### config.mk
export PLATFORM = sky130hd
export DESIGN_NAME = mw_cmd_rx
export DESIGN_NICKNAME = d
export VERILOG_FILES = /design/src/rtl/mw_cmd_rx.sv
export SDC_FILE = /design/constraint.sdc
export NUM_CORES = 1
export LEC_CHECK = 0
export CORE_MARGIN = 1
export CORE_UTILIZATION = 38
export CTS_BUF_LIST = sky130_fd_sc_hd__clkbuf_8
export CTS_CLUSTER_DIAMETER = 50
export DETAILED_ROUTE_END_ITERATION = 16
export PLACE_DENSITY = 0.62
export SLEW_MARGIN = 30
export SYNTH_ARGS = -nofsm -noshare
export SYNTH_HDL_FRONTEND = slang
export SYNTH_SLANG_ARGS = --single-unit
### constraint.sdc
create_clock -name clk_i -period 5.4 [get_ports clk_i]
set_input_delay 0.81 -clock clk_i [delete_from_list [all_inputs] [get_ports clk_i]]
set_output_delay 0.81 -clock clk_i [all_outputs]
set_load 0.02 [all_outputs]
### src/rtl/mw_cmd_rx.sv
module mw_cmd_rx #(
  parameter int ADDR_W = 8,
  parameter int DATA_W = 16
) (
  input  logic              clk_i,
  input  logic              rst_ni,
  input  logic              cs_i,
  input  logic              sck_i,
  input  logic              di_i,
  input  logic              pre_i,
  input  logic              pe_i,
  output logic              cmd_valid_o,
  output logic [2:0]        cmd_op_o,
  output logic [ADDR_W-1:0] cmd_addr_o,
  output logic [DATA_W-1:0] cmd_data_o,
  output logic              cmd_pre_o,
  output logic              cmd_pe_o,
  output logic              rd_req_o,
  output logic [ADDR_W-1:0] rd_addr_o,
  input  logic [DATA_W-1:0] rd_data_i,
  input  logic              busy_i,
  output logic              do_o,
  output logic              do_oe_o
);

  localparam int HDR_BITS = 2 + ADDR_W;
  localparam int FRM_BITS = HDR_BITS + DATA_W;
  localparam int SH_W     = (HDR_BITS > DATA_W) ? HDR_BITS : DATA_W;
  localparam int CNT_W    = $clog2(FRM_BITS + 1);
  localparam int BIT_W    = $clog2(DATA_W);

  localparam logic [2:0] OP_READ  = 3'd0;
  localparam logic [2:0] OP_WRITE = 3'd1;
  localparam logic [2:0] OP_ERASE = 3'd2;
  localparam logic [2:0] OP_EN    = 3'd3;
  localparam logic [2:0] OP_ERALL = 3'd4;
  localparam logic [2:0] OP_WRALL = 3'd5;
  localparam logic [2:0] OP_DIS   = 3'd6;

  typedef enum logic [1:0] {S_IDLE, S_SHIFT, S_READ} st_t;

  logic [1:0] cs_m, sck_m, di_m, pre_m, pe_m;
  logic       cs_d, sck_d;
  logic       cs_s, sck_s, di_s, pre_s, pe_s;

  always_ff @(posedge clk_i or negedge rst_ni) begin
    if (!rst_ni) begin
      cs_m <= '0; sck_m <= '0; di_m <= '0; pre_m <= '0; pe_m <= '0;
      cs_d <= 1'b0; sck_d <= 1'b0;
    end else begin
      cs_m  <= {cs_m[0], cs_i};
      sck_m <= {sck_m[0], sck_i};
      di_m  <= {di_m[0], di_i};
      pre_m <= {pre_m[0], pre_i};
      pe_m  <= {pe_m[0], pe_i};
      cs_d  <= cs_m[1];
      sck_d <= sck_m[1];
    end
  end

  assign cs_s  = cs_m[1];
  assign sck_s = sck_m[1];
  assign di_s  = di_m[1];
  assign pre_s = pre_m[1];
  assign pe_s  = pe_m[1];

  wire sck_rise = sck_s & ~sck_d;
  wire cs_rise  = cs_s & ~cs_d;

  function automatic logic [2:0] decode(input logic [1:0] opc, input logic [1:0] sub);
    case (opc)
      2'b10:   decode = OP_READ;
      2'b01:   decode = OP_WRITE;
      2'b11:   decode = OP_ERASE;
      default: case (sub)
        2'b11:   decode = OP_EN;
        2'b10:   decode = OP_ERALL;
        2'b01:   decode = OP_WRALL;
        default: decode = OP_DIS;
      endcase
    endcase
  endfunction

  function automatic logic is_prog(input logic [2:0] op, input logic pre);
    is_prog = (op == OP_WRITE) || (op == OP_ERASE) || (op == OP_ERALL) ||
              (op == OP_WRALL) || (pre && op == OP_DIS);
  endfunction

  st_t               st;
  logic [CNT_W-1:0]  bcnt;
  logic [SH_W-2:0]   sh;
  logic [2:0]        op_q;
  logic [ADDR_W-1:0] addr_q;
  logic              pre_q, pe_q;
  logic [DATA_W-1:0] obuf;
  logic [BIT_W-1:0]  ocnt;
  logic              dummy, do_q, rd_on, load_pend, stat_armed, stat_show;

  wire [SH_W-1:0]   sh_n   = {sh, di_s};
  wire [CNT_W-1:0]  bcnt_n = bcnt + CNT_W'(1);
  wire [ADDR_W-1:0] hdr_a  = sh_n[ADDR_W-1:0];
  wire [2:0]        hdr_op = decode(sh_n[HDR_BITS-1 -: 2], hdr_a[ADDR_W-1 -: 2]);
  wire              hdr_dat = !pre_s && (hdr_op == OP_WRITE || hdr_op == OP_WRALL);

  always_ff @(posedge clk_i or negedge rst_ni) begin
    if (!rst_ni) begin
      st <= S_IDLE; bcnt <= '0; sh <= '0;
      op_q <= '0; addr_q <= '0; pre_q <= 1'b0; pe_q <= 1'b0;
      cmd_valid_o <= 1'b0; cmd_op_o <= '0; cmd_addr_o <= '0; cmd_data_o <= '0;
      cmd_pre_o <= 1'b0; cmd_pe_o <= 1'b0;
      rd_req_o <= 1'b0; rd_addr_o <= '0; load_pend <= 1'b0; obuf <= '0;
      ocnt <= '0; dummy <= 1'b0; do_q <= 1'b0; rd_on <= 1'b0;
      stat_armed <= 1'b0; stat_show <= 1'b0;
    end else begin
      cmd_valid_o <= 1'b0;
      rd_req_o    <= 1'b0;
      load_pend   <= rd_req_o;
      if (load_pend) obuf <= rd_data_i;
      if (!cs_s) begin
        st        <= S_IDLE;
        rd_on     <= 1'b0;
        stat_show <= 1'b0;
      end else begin
        if (cs_rise && stat_armed) stat_show <= 1'b1;
        case (st)
          S_IDLE: if (sck_rise && di_s) begin
            st         <= S_SHIFT;
            bcnt       <= '0;
            stat_armed <= 1'b0;
            stat_show  <= 1'b0;
          end
          S_SHIFT: if (sck_rise) begin
            sh   <= sh_n[SH_W-2:0];
            bcnt <= bcnt_n;
            if (bcnt_n == CNT_W'(HDR_BITS)) begin
              op_q <= hdr_op; addr_q <= hdr_a; pre_q <= pre_s; pe_q <= pe_s;
              if (!hdr_dat) begin
                cmd_valid_o <= 1'b1;
                cmd_op_o    <= hdr_op;
                cmd_addr_o  <= hdr_a;
                cmd_data_o  <= '0;
                cmd_pre_o   <= pre_s;
                cmd_pe_o    <= pe_s;
                if (is_prog(hdr_op, pre_s)) stat_armed <= 1'b1;
                if (hdr_op == OP_READ) begin
                  st        <= S_READ;
                  rd_req_o  <= 1'b1;
                  rd_addr_o <= hdr_a;
                  rd_on     <= 1'b1;
                  dummy     <= 1'b1;
                  do_q      <= 1'b0;
                end else begin
                  st <= S_IDLE;
                end
              end
            end else if (bcnt_n == CNT_W'(FRM_BITS)) begin
              cmd_valid_o <= 1'b1;
              cmd_op_o    <= op_q;
              cmd_addr_o  <= addr_q;
              cmd_data_o  <= sh_n[DATA_W-1:0];
              cmd_pre_o   <= pre_q;
              cmd_pe_o    <= pe_q;
              stat_armed  <= 1'b1;
              st          <= S_IDLE;
            end
          end
          S_READ: if (sck_rise) begin
            if (dummy || ocnt == '0) begin
              dummy <= 1'b0;
              do_q  <= obuf[DATA_W-1];
              ocnt  <= BIT_W'(DATA_W - 1);
            end else begin
              do_q <= obuf[ocnt - BIT_W'(1)];
              ocnt <= ocnt - BIT_W'(1);
              if (ocnt == BIT_W'(1)) begin
                rd_req_o  <= 1'b1;
                rd_addr_o <= rd_addr_o + ADDR_W'(1);
              end
            end
          end
          default: st <= S_IDLE;
        endcase
      end
    end
  end

  assign do_oe_o = rd_on | stat_show;
  assign do_o    = rd_on ? do_q : ~busy_i;

  a_r8_oe_off_after_cs_low: assert property (@(posedge clk_i) disable iff (!rst_ni)
    !cs_s |=> !do_oe_o);
  a_r5_valid_single_cycle: assert property (@(posedge clk_i) disable iff (!rst_ni)
    cmd_valid_o |=> !cmd_valid_o);
  a_r5_valid_under_cs: assert property (@(posedge clk_i) disable iff (!rst_ni)
    cmd_valid_o |-> $past(cs_s));
  a_r6_dummy_first: assert property (@(posedge clk_i) disable iff (!rst_ni)
    $rose(rd_on) |-> (!do_o && rd_req_o));
  a_r7_req_single_cycle: assert property (@(posedge clk_i) disable iff (!rst_ni)
    rd_req_o |=> !rd_req_o);

endmodule

==> Word level (Yosys, flattened, before mapping) <==
Cells that the tools add are included.
{ "classes": {"addsub": 3, "multipliers": 0, "div": 0, "magnitude_cmp": 1, "eq_ne": 39, "n_shift": 0, "muxes": 82, "n_bitwise": 6, "n_reduce_logical": 28} }
{ "ops": {"columns": ["cell", "count"], "rows": [
  ["$mux 8", 10],
  ["$mux 16", 3],
  ["$mux 1", 46],
  ["$ne 2x2->1 const B", 12],
  ["$pmux 3 s3", 2],
  ["$pmux 8 s2", 1],
  ["$ne 3x3->1 const B", 5],
  ["$reduce_and 5->1", 3],
  ["$mux 2", 7],
  ["$reduce_and 7->1", 2],
  ["$eq 2x2->1 const B", 5],
  ["$mux 5", 2],
  ["$pmux 5 s2", 1],
  ["$eq 3x3->1 const B", 3],
  ["$mux 3", 3],
  ["$reduce_and 9->1", 1],
  ["$add 8x1->8 const B", 1],
  ["$ne 2x1->1 const B", 4],
  ["$ne 4x4->1 const B", 2],
  ["$pmux 1 s2", 4],
  ["$reduce_and 4->1", 2],
  ["$reduce_and 8->1", 1],
  ["$eq 2x1->1 const B", 3],
  ["$logic_or 1x1->1", 6],
  ["21 further kinds", 30]
]} }
{ "totals": {"register_bits": 112, "latch_bits": 0, "mem_bits_rw": 0, "romBits": 0, "inputBits": 24, "elab_cells": 189, "memories": 0} }

==> Depth between registers and ports, before layout <==
Gate-level depths: netlist of run 1.
{ "depth": {"ltp_word": 13, "mapped_depth": 9} }

==> Least setup slack after synthesis of run 1 <==
No wires, ideal clock.
{ "synth_timing": {"path_type": "flip-flop to flip-flop", "start": "register ocnt[0]", "end": "register do_q", "setup_time_ns": 0.127, "arrival_ns": 2.260, "path_slack_ns": 3.013, "stages_incl_launch_ff": 8, "n_path_buf": 1, "synth_period_minus_slack_ns": 2.387, "cell_sequence": "dfrtp_1 -> clkbuf_1 -> inv_1 -> ha_1 -> mux4_2 -> mux4_2 -> mux2i_1 -> o21ai_0"} }
{ "synth_between": {"elab_chain_cells": 6, "elab_cells_between_ends": 8, "classes_between": "add/sub (1); mux (5); reduce/logical (2)"} }
{ "synth_lines": {"columns": ["item", "line", "text"], "rows": [
  ["start, declared", "96", "logic [BIT_W-1:0] ocnt;"],
  ["start signal, assigned", "171", "ocnt <= BIT_W'(DATA_W - 1);"],
  ["start signal, assigned", "174", "ocnt <= ocnt - BIT_W'(1);"],
  ["$sub 4x1->4", "173", "do_q <= obuf[ocnt - BIT_W'(1)];"],
  ["$bmux 1 s4", "173", null],
  ["$mux 1 (not written as such)", "173", null],
  ["$mux 1 (*)", "168", "if (dummy || ocnt == '0) begin"],
  ["$mux 1 (*)", "167", "S_READ: if (sck_rise) begin"],
  ["$pmux 1 s2 (*)", "125", "case (st)"],
  ["end signal, assigned", "170", "do_q <= obuf[DATA_W-1];"],
  ["end signal, assigned", "173", null],
  ["end, declared", "97", "logic dummy, do_q, rd_on, load_pend, stat_armed, stat_show;"]
]} }
Every way passes the cells marked *; elsewhere a longest branch is shown, timed or not. The select of a mux whose other input is x is not followed.
A chain may end at the register's enable or synchronous reset.

==> Worst setup path in the final report of run 1 <==
{ "layout_timing": {"start": "input busy_i", "end": "output do_o"} }
{ "layout_between": {"elab_chain_cells": 2} }
{ "layout_lines": {"columns": ["item", "line", "text"], "rows": [
  ["start, declared", "21", "input logic busy_i,"],
  ["$not 1->1", "188", "assign do_o = rd_on ? do_q : ~busy_i;"],
  ["$mux 1", "188", null],
  ["end, declared", "22", "output logic do_o,"]
]} }
Every way passes these cells.

==> results.yml, run 1 <==
grt:
  antenna_found_initial: 0
  grt_use_total: 0.158
  overflow: 0
  grt_pass1_vias: 3161
  grt_max_degree: 75
  grt_pass1_wl_um: 16300
floorplan:
  std_cell_rows: 41
  die_w_um: 117
  die_area_sq_um: 13600
  io_pins: 65
  chipHeight_um: 117
  core_area_sq_um: 12700
  start_util: 0.392
detailed_routing:
  first_iter_violations: 154
  viasPerCell: 5.10
  wl_um: 9770
  drtPass1Iterations: 4
  antenna_left: 0
  wl_per_cell_um: 14.9
  vias: 3338
  drc: 0
power:
  p_total_mw: 1.52
  leakage_nw: 2.77
  ir_drop_mv: 0.116
  p_per_area_nw_per_um2: 255
place:
  dp_cells: 638
  placed_area_sq_um: 5760
  hpwlAfterDp_um: 7000
  place_ws_ps: 2610
  gp_congestion: 0.763
  io_buffers: 64
clocking:
  clock_sinks: 112
  cts_root_buf: "clkbuf_8"
  clkLatencyLatePin_ps: 380
  clockBufferDepth: 2
  cts_max_level: 3
  cts_hold_buf: 0
  cts_resized: 0
  cts_buffers: 9
  path_clk_slew_ps: 100
  cts_setup_buffers: 0
  tritoncts: "done"
setup_path:
  slowest_stage: "clkdlybuf4s50_1"
  cpLargestDelayFamily: "buffers and inverters"
  critical-path-max-stage-delay_ps: 620
  critPathKind: "input port to output port"
  path_common_cell: "clkdlybuf4s50_1"
  cp_cell_sequence: "clkdlybuf4s50_1, o21ai_0, clkdlybuf4s50_1"
  cp.arrival_ps: 1960
  critPathMaxFanout: 1
  end_kind: "output port"
  required_ps: 4590
  critical_path_buf_inv_count: 2
  crit_path_start_kind: "input port"
sta:
  post-route-period-util: 0.513
  slew_headroom: 0.446
  finalHoldViolations: 0
  whs_ps: 355
  maxSlewViolCount: 0
  skew_ps: 11.5
  rsz0062_at_grt: "false"
  fmax_ghz: 0.361
  tightest_slew_ps: 832
  timing.final.crit_period_ps: 2770
  setup_slack_ps: 2630
  finalSetupViolCount: 0
  setup_tns_ps: 0
synth:
  yosys.area.top_type: "dfrtp_1"
  async_flop_share: 1.00
  synth_edf_count: 0
  synth_seq_cells: 112
  synth.net_count: 458
  syn_area_sq_um: 4980
  netlist_top_cells_count: "dfrtp_1 (112), nand2_1 (44), mux2_2 (40)"
  syn_avg_cell_area_sq_um: 11.8
  syn_inst: 421
  yosys-top-cells-area: "dfrtp_1 (56%), mux2_2 (9.0%), mux2i_1 (3.4%), nand2_1 (3.3%), ha_1 (3.3%)"
  yosysTopAreaCellShare: 0.562
  yosys.cell_types.count: 51
  yosys_warnings: 0
  ys.flop_type: "dfrtp_1"
  yosysSeqAreaShare: 0.562
  synth_most_common_cell: "dfrtp_1"
layout:
  final_cells: 654
  final_core_util: 0.469
  design_area_sq_um: 5970
  n_antenna_cell: 0
  fillers: 1207
  nets: 514
  area_growth_pct: 19.7
  drive_gt1_frac: 0.139
worst_hold_path:
  hold_path_class: "flip-flop to flip-flop"
flow_run:
  drv_cap: 0
run_status:
  status: "complete, no violations"
==> cell usage in the layout (no fill, tap or decap), drive strengths merged, types with 2 or more instances in the layout <==
| master | netlist | layout |
|---|---|---|
| a21o | 2 | 2 |
| a211oi | 2 | 2 |
| nor2 | 16 | 16 |
| ha | 13 | 13 |
| a31oi | 5 | 5 |
| a22o | 15 | 15 |
| and3 | 7 | 7 |
| dfrtp | 112 | 112 |
| nand2b | 2 | 2 |
| mux2i | 17 | 17 |
| o21ai | 32 | 32 |
| a21boi | 2 | 2 |
| clkbuf | 16 | 11 |
| nand2 | 44 | 44 |
| mux4 | 5 | 5 |
| xnor2 | 2 | 2 |
| nor2b | 3 | 3 |
| o211a | 3 | 3 |
| nand3 | 17 | 17 |
| buf | 5 | 3 |
| inv | 13 | 17 |
| clkdlybuf4s50 | 0 | 63 |
| o22ai | 2 | 2 |
| mux2 | 40 | 40 |
| a21oi | 17 | 17 |
| nor3 | 6 | 6 |
| xor2 | 2 | 2 |
==> per-layer routing <==
metal / vias to the layer above / GRT usage / part of all wire
li1: 1622 / - / -
met1: 1634 / 0.229 / 0.50
met2: 67 / 0.233 / 0.45
met3: 15 / 0.0317 / 0.041
met4: 0 / 0.0615 / 0.017
met5: - / 0 / 0
==> cell type report <==
| cell class | count | area (sq um) | area share |
|---|---|---|---|
| flip-flops and latches | 112 | 2800 | 0.470 |
| multi-input cells | 275 | 2040 | 0.341 |
| repair buffers | 66 | 657 | 0.110 |
| well taps | 172 | 215 | 0.0361 |
| clock buffers | 11 | 151 | 0.0254 |
| clock inverters | 5 | 55.1 | 0.00923 |
| inverters | 13 | 48.8 | 0.00818 |
==> sequential cells by signal (all words and copies together) (netlist names), 3 cells and up <==
name and count:
cmd_addr_o 8, obuf 16, bcnt 5, cmd_op_o 3, cmd_data_o 16, rd_addr_o 8
sh 15, ocnt 4, addr_q 8, op_q 3
==> power by group <==
group	leakage, nW	internal [mW]	switching (mW)
Combinational	1.12	0.0477	0.0643
Clock	0.113	0.240	0.284
Sequential	1.53	0.856	0.0291
Total	2.77	1.14	0.377
==> kinds of logic (layout without fill, tap and decap cells) <==
group           count (synthesis)  count (layout)  share of synthesized area
flops                         112             112                      0.562
fa+ha+maj                      13              13                     0.0326
simple gates                  103             103                     0.0962
buf+inv                        34              95                     0.0291
compound gates                 93              93                      0.126
mux                            62              62                      0.147
xor+xnor                        4               4                    0.00703
==> final timing paths <==
path | from | to | slack, ps | depth (start not counted)
worst max-delay path | busy_i | do_o | 2630 | 3
min in group asynchronous | rst_ni | cmd_data_o[15] | 420 | 1
worst min-delay path | sck_m[0] | sck_m[1] | 360 | 0
max in group asynchronous | rst_ni | pe_q | 4030 | 2
worst max register to register | bcnt[0] | rd_addr_o[6] | 2700 | 7
worst min register to register | sck_m[0] | sck_m[1] | 360 | 0
Power figures use the tool's default switching activity.
==> run 2: changes to the inputs <==
clock period = 2.8 ns   (was 5.4 ns; I/O delays follow)
==> run 2 against run 1 <==
  * First-iteration DRC count rose by 21%
  * Total power rose by 95%
  * Critical path depth rose by 2
  * Clock skew rose by 6.9 ps
  * Register-to-register slack got worse by 2300 ps
  * Hold slack improved by 6.8 ps
  * Global-route usage rose by 1.3 points
  * Die area did not move
  * Non-clock buffer count rose by 9
  * Sequential share of layout area fell by 0.69 points
  * Sequential cell count did not move
  * Wire length rose by 7.5%
  * Critical path type is now flip-flop to flip-flop
  * Largest power group unchanged
==> results.yml, run 2 (synthesis results as in run 1) <==
sta:
  finalHoldViolations: 0
  maxSlewViolCount: 0
  rsz0062_at_grt: "false"
  setup_slack_ps: 446
  slew_headroom: 0.555
  timing.final.crit_period_ps: 2350
  setup_tns_ps: 0
  post-route-period-util: 0.841
  tightest_slew_ps: 667
  skew_ps: 18.3
  fmax_ghz: 0.425
  finalSetupViolCount: 0
  whs_ps: 362
setup_path:
  cpLargestDelayFamily: "simple AND/OR/NAND/NOR gates"
  slowest_stage: "and3_1"
  cp_cell_sequence: "inv_1, ha_1, and3_1, and3_1, a22o_1"
  cp.arrival_ps: 2680
  end_kind: "flip-flop"
  path_common_cell: "and3_1"
  critPathKind: "flip-flop to flip-flop"
  critical_path_buf_inv_count: 1
  critPathMaxFanout: 15
  critical-path-max-stage-delay_ps: 660
  required_ps: 3130
  crit_path_start_kind: "flip-flop"
clocking:
  tritoncts: "done"
  clkLatencyLatePin_ps: 390
  cts_resized: 0
  cts_setup_buffers: 0
  clock_sinks: 112
  cts_buffers: 9
  cts_root_buf: "clkbuf_8"
  path_clk_slew_ps: 100
  cts_max_level: 3
  cts_hold_buf: 1
  clockBufferDepth: 2
place:
  io_buffers: 64
  place_ws_ps: 453
  gp_congestion: 0.845
  hpwlAfterDp_um: 7400
layout:
  final_core_util: 0.476
  reg_top3: "cmd_data_o x16, obuf x16, sh x15"
  fillers: 1198
  drive_gt1_frac: 0.157
  n_antenna_cell: 0
  nets: 523
  area_growth_pct: 21.5
  layout_common_cells: "dfrtp_1 (112), clkdlybuf4s50_1 (63), nand2_1 (44), mux2_2 (40), o21ai_0 (32)"
  final_common_cell: "dfrtp_1"
floorplan:
  chipHeight_um: 117
  core_area_sq_um: 12700
  io_pins: 65
  die_area_sq_um: 13600
  start_util: 0.392
  std_cell_rows: 41
  die_w_um: 117
detailed_routing:
  viasPerCell: 5.16
  vias: 3419
  antenna_left: 0
  wl_per_cell_um: 15.9
  wl_um: 10500
  drtPass1Iterations: 5
  first_iter_violations: 186
  drc: 0
grt:
  overflow: 0
  grt_max_degree: 61
  grt_use_total: 0.171
  antenna_found_initial: 0
  grt_pass1_vias: 3309
  grt_pass1_wl_um: 17500
power:
  ir_drop_mv: 0.256
  p_per_area_nw_per_um2: 490
  leakage_nw: 2.81
worst_hold_path:
  hold_path_class: "flip-flop to flip-flop"
flow_run:
  drv_cap: 0
run_status:
  status: "complete, no violations"
[run 2: worst paths after layout]
path / startpoint / to / slack [ps] / depth (start not counted)
max in group asynchronous: rst_ni / rd_addr_o[6] / 1670 / 3
worst min register to register: cs_m[0] / cs_m[1] / 360 / 0
min in group asynchronous: rst_ni / cmd_op_o[2] / 460 / 2
worst min-delay path: cs_m[0] / cs_m[1] / 360 / 0
worst max register to register: st[1] / cmd_data_o[11] / 450 / 5
worst max-delay path: st[1] / cmd_data_o[11] / 450 / 5
[run 2: power by group]
part / total [mW] / switching (mW) / internal, mW
combinational: 0.226 / 0.128 / 0.0974
sequential: 1.71 / 0.0580 / 1.65
clock: 1.03 / 0.580 / 0.450
[run 2: routing by layer]
layer  vias to the layer above  track usage  wire length (um)
met5                         -            0                 0
met4                         0       0.0530                55
met3                         6       0.0389               435
met2                        77        0.265              4960
met1                      1698        0.237              5060
li1                       1638            -                 -
[run 2: final cells by class]
cell class | instances | area (sq um) | area share
Clock inverter | 6 | 78.8 | 0.0130
Sequential cell | 112 | 2800 | 0.463
Inverter | 13 | 48.8 | 0.00806
Timing Repair Buffer | 75 | 736 | 0.122
Multi-Input combinational cell | 275 | 2040 | 0.336
Tap cell | 172 | 215 | 0.0355
Clock buffer | 10 | 138 | 0.0227
[run 2: stage by stage]
step / cells / power (mW) / area (sq um)
2_1_floorplan: 421 / 1.84 / 4980
3_3_place_gp: 646 / 1.96 / 5830
3_5_place_dp: 646 / 1.97 / 5830
4_1_cts: 663 / 3.00 / 6050
5_1_grt: 663 / 3.09 / 6050
6_report: 663 / 2.96 / 6050
==> run 3: changes to the inputs <==
clock period = 2.4 ns   (was 2.8 ns; I/O delays follow)
==> run 3 against run 2 <==
  * Critical path depth increased by 3
  * Non-clock buffer count increased by 5
  * Design area increased by 1.5%
  * Core utilization increased by 0.70 points
  * Worst setup slack got worse by 310 ps
  * Sequential share of layout area decreased by 0.67 points
  * First-iteration DRC count increased by 8.6%
  * Clock power increased by 23%
  * Die area unchanged
  * Register-to-register slack got worse by 310 ps
==> results.yml, run 3 (synthesis results as in run 1) <==
detailed_routing:
  vias: 3411
  drc: 0
  drtPass1Iterations: 4
  wl_um: 10400
  wl_per_cell_um: 15.6
  first_iter_violations: 202
  antenna_left: 0
  viasPerCell: 5.11
layout:
  final_common_cell: "dfrtp_1"
  layout_common_cells: "dfrtp_1 (112), clkdlybuf4s50_1 (63), nand2_1 (44), mux2_2 (40), o21ai_0 (32)"
  nets: 528
  reg_top3: "cmd_data_o x16, obuf x16, sh x15"
  drive_gt1_frac: 0.165
  fillers: 1205
  final_core_util: 0.483
  n_antenna_cell: 0
  area_growth_pct: 23.3
  final_cells: 668
  design_area_sq_um: 6140
setup_path:
  critPathMaxFanout: 6
  end_kind: "flip-flop"
  critPathKind: "flip-flop to flip-flop"
  crit_path_start_kind: "flip-flop"
  critical-path-max-stage-delay_ps: 470
  r2r_slack_ps: 140
  slowest_stage: "dfrtp_1"
  crit_cells: 8
  required_ps: 2680
  cp_cell_sequence: "ha_1, nand3_1, xnor2_1, a211oi_2, buf_4, o211a_1, and3_1, nor3_1"
  r2r_end: "rd_addr_o[3]"
  cp.arrival_ps: 2550
  startpoint: "bcnt[1]"
  cpLargestDelayFamily: "simple AND/OR/NAND/NOR gates"
  r2r-start: "bcnt[1]"
  r2r.worst_path.cells: 8
  endpoint: "rd_addr_o[3]"
  critical_path_buf_inv_count: 1
grt:
  grt_max_degree: 70
  antenna_found_initial: 0
  grt_use_total: 0.168
  overflow: 0
  grt_pass1_wl_um: 17400
  grt_pass1_vias: 3505
sta:
  post-route-period-util: 0.942
  rsz0062_at_grt: "false"
  slew_headroom: 0.568
  tightest_slew_ps: 648
  finalSetupViolCount: 0
  timing.final.crit_period_ps: 2260
  maxSlewViolCount: 0
  skew_ps: 14.8
  fmax_ghz: 0.442
  finalHoldViolations: 0
  setup_tns_ps: 0
clocking:
  cts_buffers: 9
  cts_hold_buf: 1
  cts_max_level: 3
  cts_root_buf: "clkbuf_8"
  clockBufferDepth: 2
  tritoncts: "done"
  path_clk_slew_ps: 110
  clkLatencyLatePin_ps: 390
  cts_setup_buffers: 0
  cts_resized: 0
  clock_sinks: 112
worst_hold_path:
  hold_path_class: "flip-flop to flip-flop"
  min_path_cells: 0
power:
  leakage_nw: 2.85
  p_int_mw: 2.68
  clockPowerShare: 0.357
  comb_power_share: 0.086
  p_sw_frac: 0.246
  power_switching_mw: 0.874
  ir_drop_mv: 0.381
  p_per_area_nw_per_um2: 579
  p_total_mw: 3.55
  pwr-share-seq: 0.557
flow_run:
  drv_cap: 0
floorplan:
  die_area_sq_um: 13600
  std_cell_rows: 41
  start_util: 0.392
  io_pins: 65
  chipHeight_um: 117
  core_area_sq_um: 12700
  die_w_um: 117
place:
  hpwlAfterDp_um: 7340
  io_buffers: 64
  gp_congestion: 0.826
  placed_area_sq_um: 5900
  dp_cells: 651
run_status:
  status: "complete, no violations"
## run 3: cell count changes in the layout (fill, tap and decap cells not counted)
| cell | previous run | this run |
|---|---|---|
| inv_6 | 1 | 0 |
| clkinv_8 | 1 | 0 |
| bufinv_16 | 1 | 2 |
| buf_4 | 10 | 12 |
| clkinv_4 | 1 | 2 |
| buf_12 | 1 | 4 |
## run 3: final cells by class
class                           instances  area [sq um]  area share
Clock buffer                           10           138      0.0224
Clock inverter                          6          92.6      0.0151
Inverter                               13          48.8     0.00794
Multi-Input combinational cell        275          2040       0.331
Sequential cell                       112          2800       0.456
Tap cell                              172           215      0.0350
Timing Repair Buffer                   80           811       0.132
## run 3: worst min-delay path by stage
stage	endpoint	slack [ps]	from
after floorplan	addr_q[0]	60	rst_ni
after global placement	sck_m[1]	340	sck_m[0]
after detailed placement	di_m[1]	340	di_m[0]
after CTS	pre_m[1]	360	pre_m[0]
after global routing	di_m[1]	370	di_m[0]
final	pre_m[1]	360	pre_m[0]
## run 3: per-stage QoR
| stage | hold WS [ps] | worst slack (ps) |
|---|---|---|
| finish | 356 | 138 |
| global route | 369 | 15.2 |
| CTS | 361 | 153 |
| detailed placement | 338 | 176 |
| global placement | 337 | 259 |
| floorplan | 64.4 | 13.1 |
## run 3: worst reg2reg max path, cell delays in order, from the launching register on
cell and delay, ps:
dfrtp_1 470, ha_1 280, nand3_1 160, xnor2_1 300, a211oi_2 90, buf_4 180, o211a_1 280, and3_1 190
nor3_1 210
## run 3: power by group through the flow
stage	clock network (mW)	logic (mW)	registers, mW
after detailed placement	0	0.307	2.02
after floorplan	0	0.148	2.00
final	1.27	0.305	1.98
after CTS	1.31	0.309	1.98
after global placement	0	0.296	2.02
after global routing	1.38	0.339	1.99
## run 3: layer usage
layer	routed length, um	part of all wire	track usage	vias up
li1	-	-	-	1646
met1	5130	0.49	0.227	1684
met2	4740	0.46	0.261	72
met3	398	0.038	0.0451	9
met4	127	0.012	0.0598	0
met5	0	0	0	-
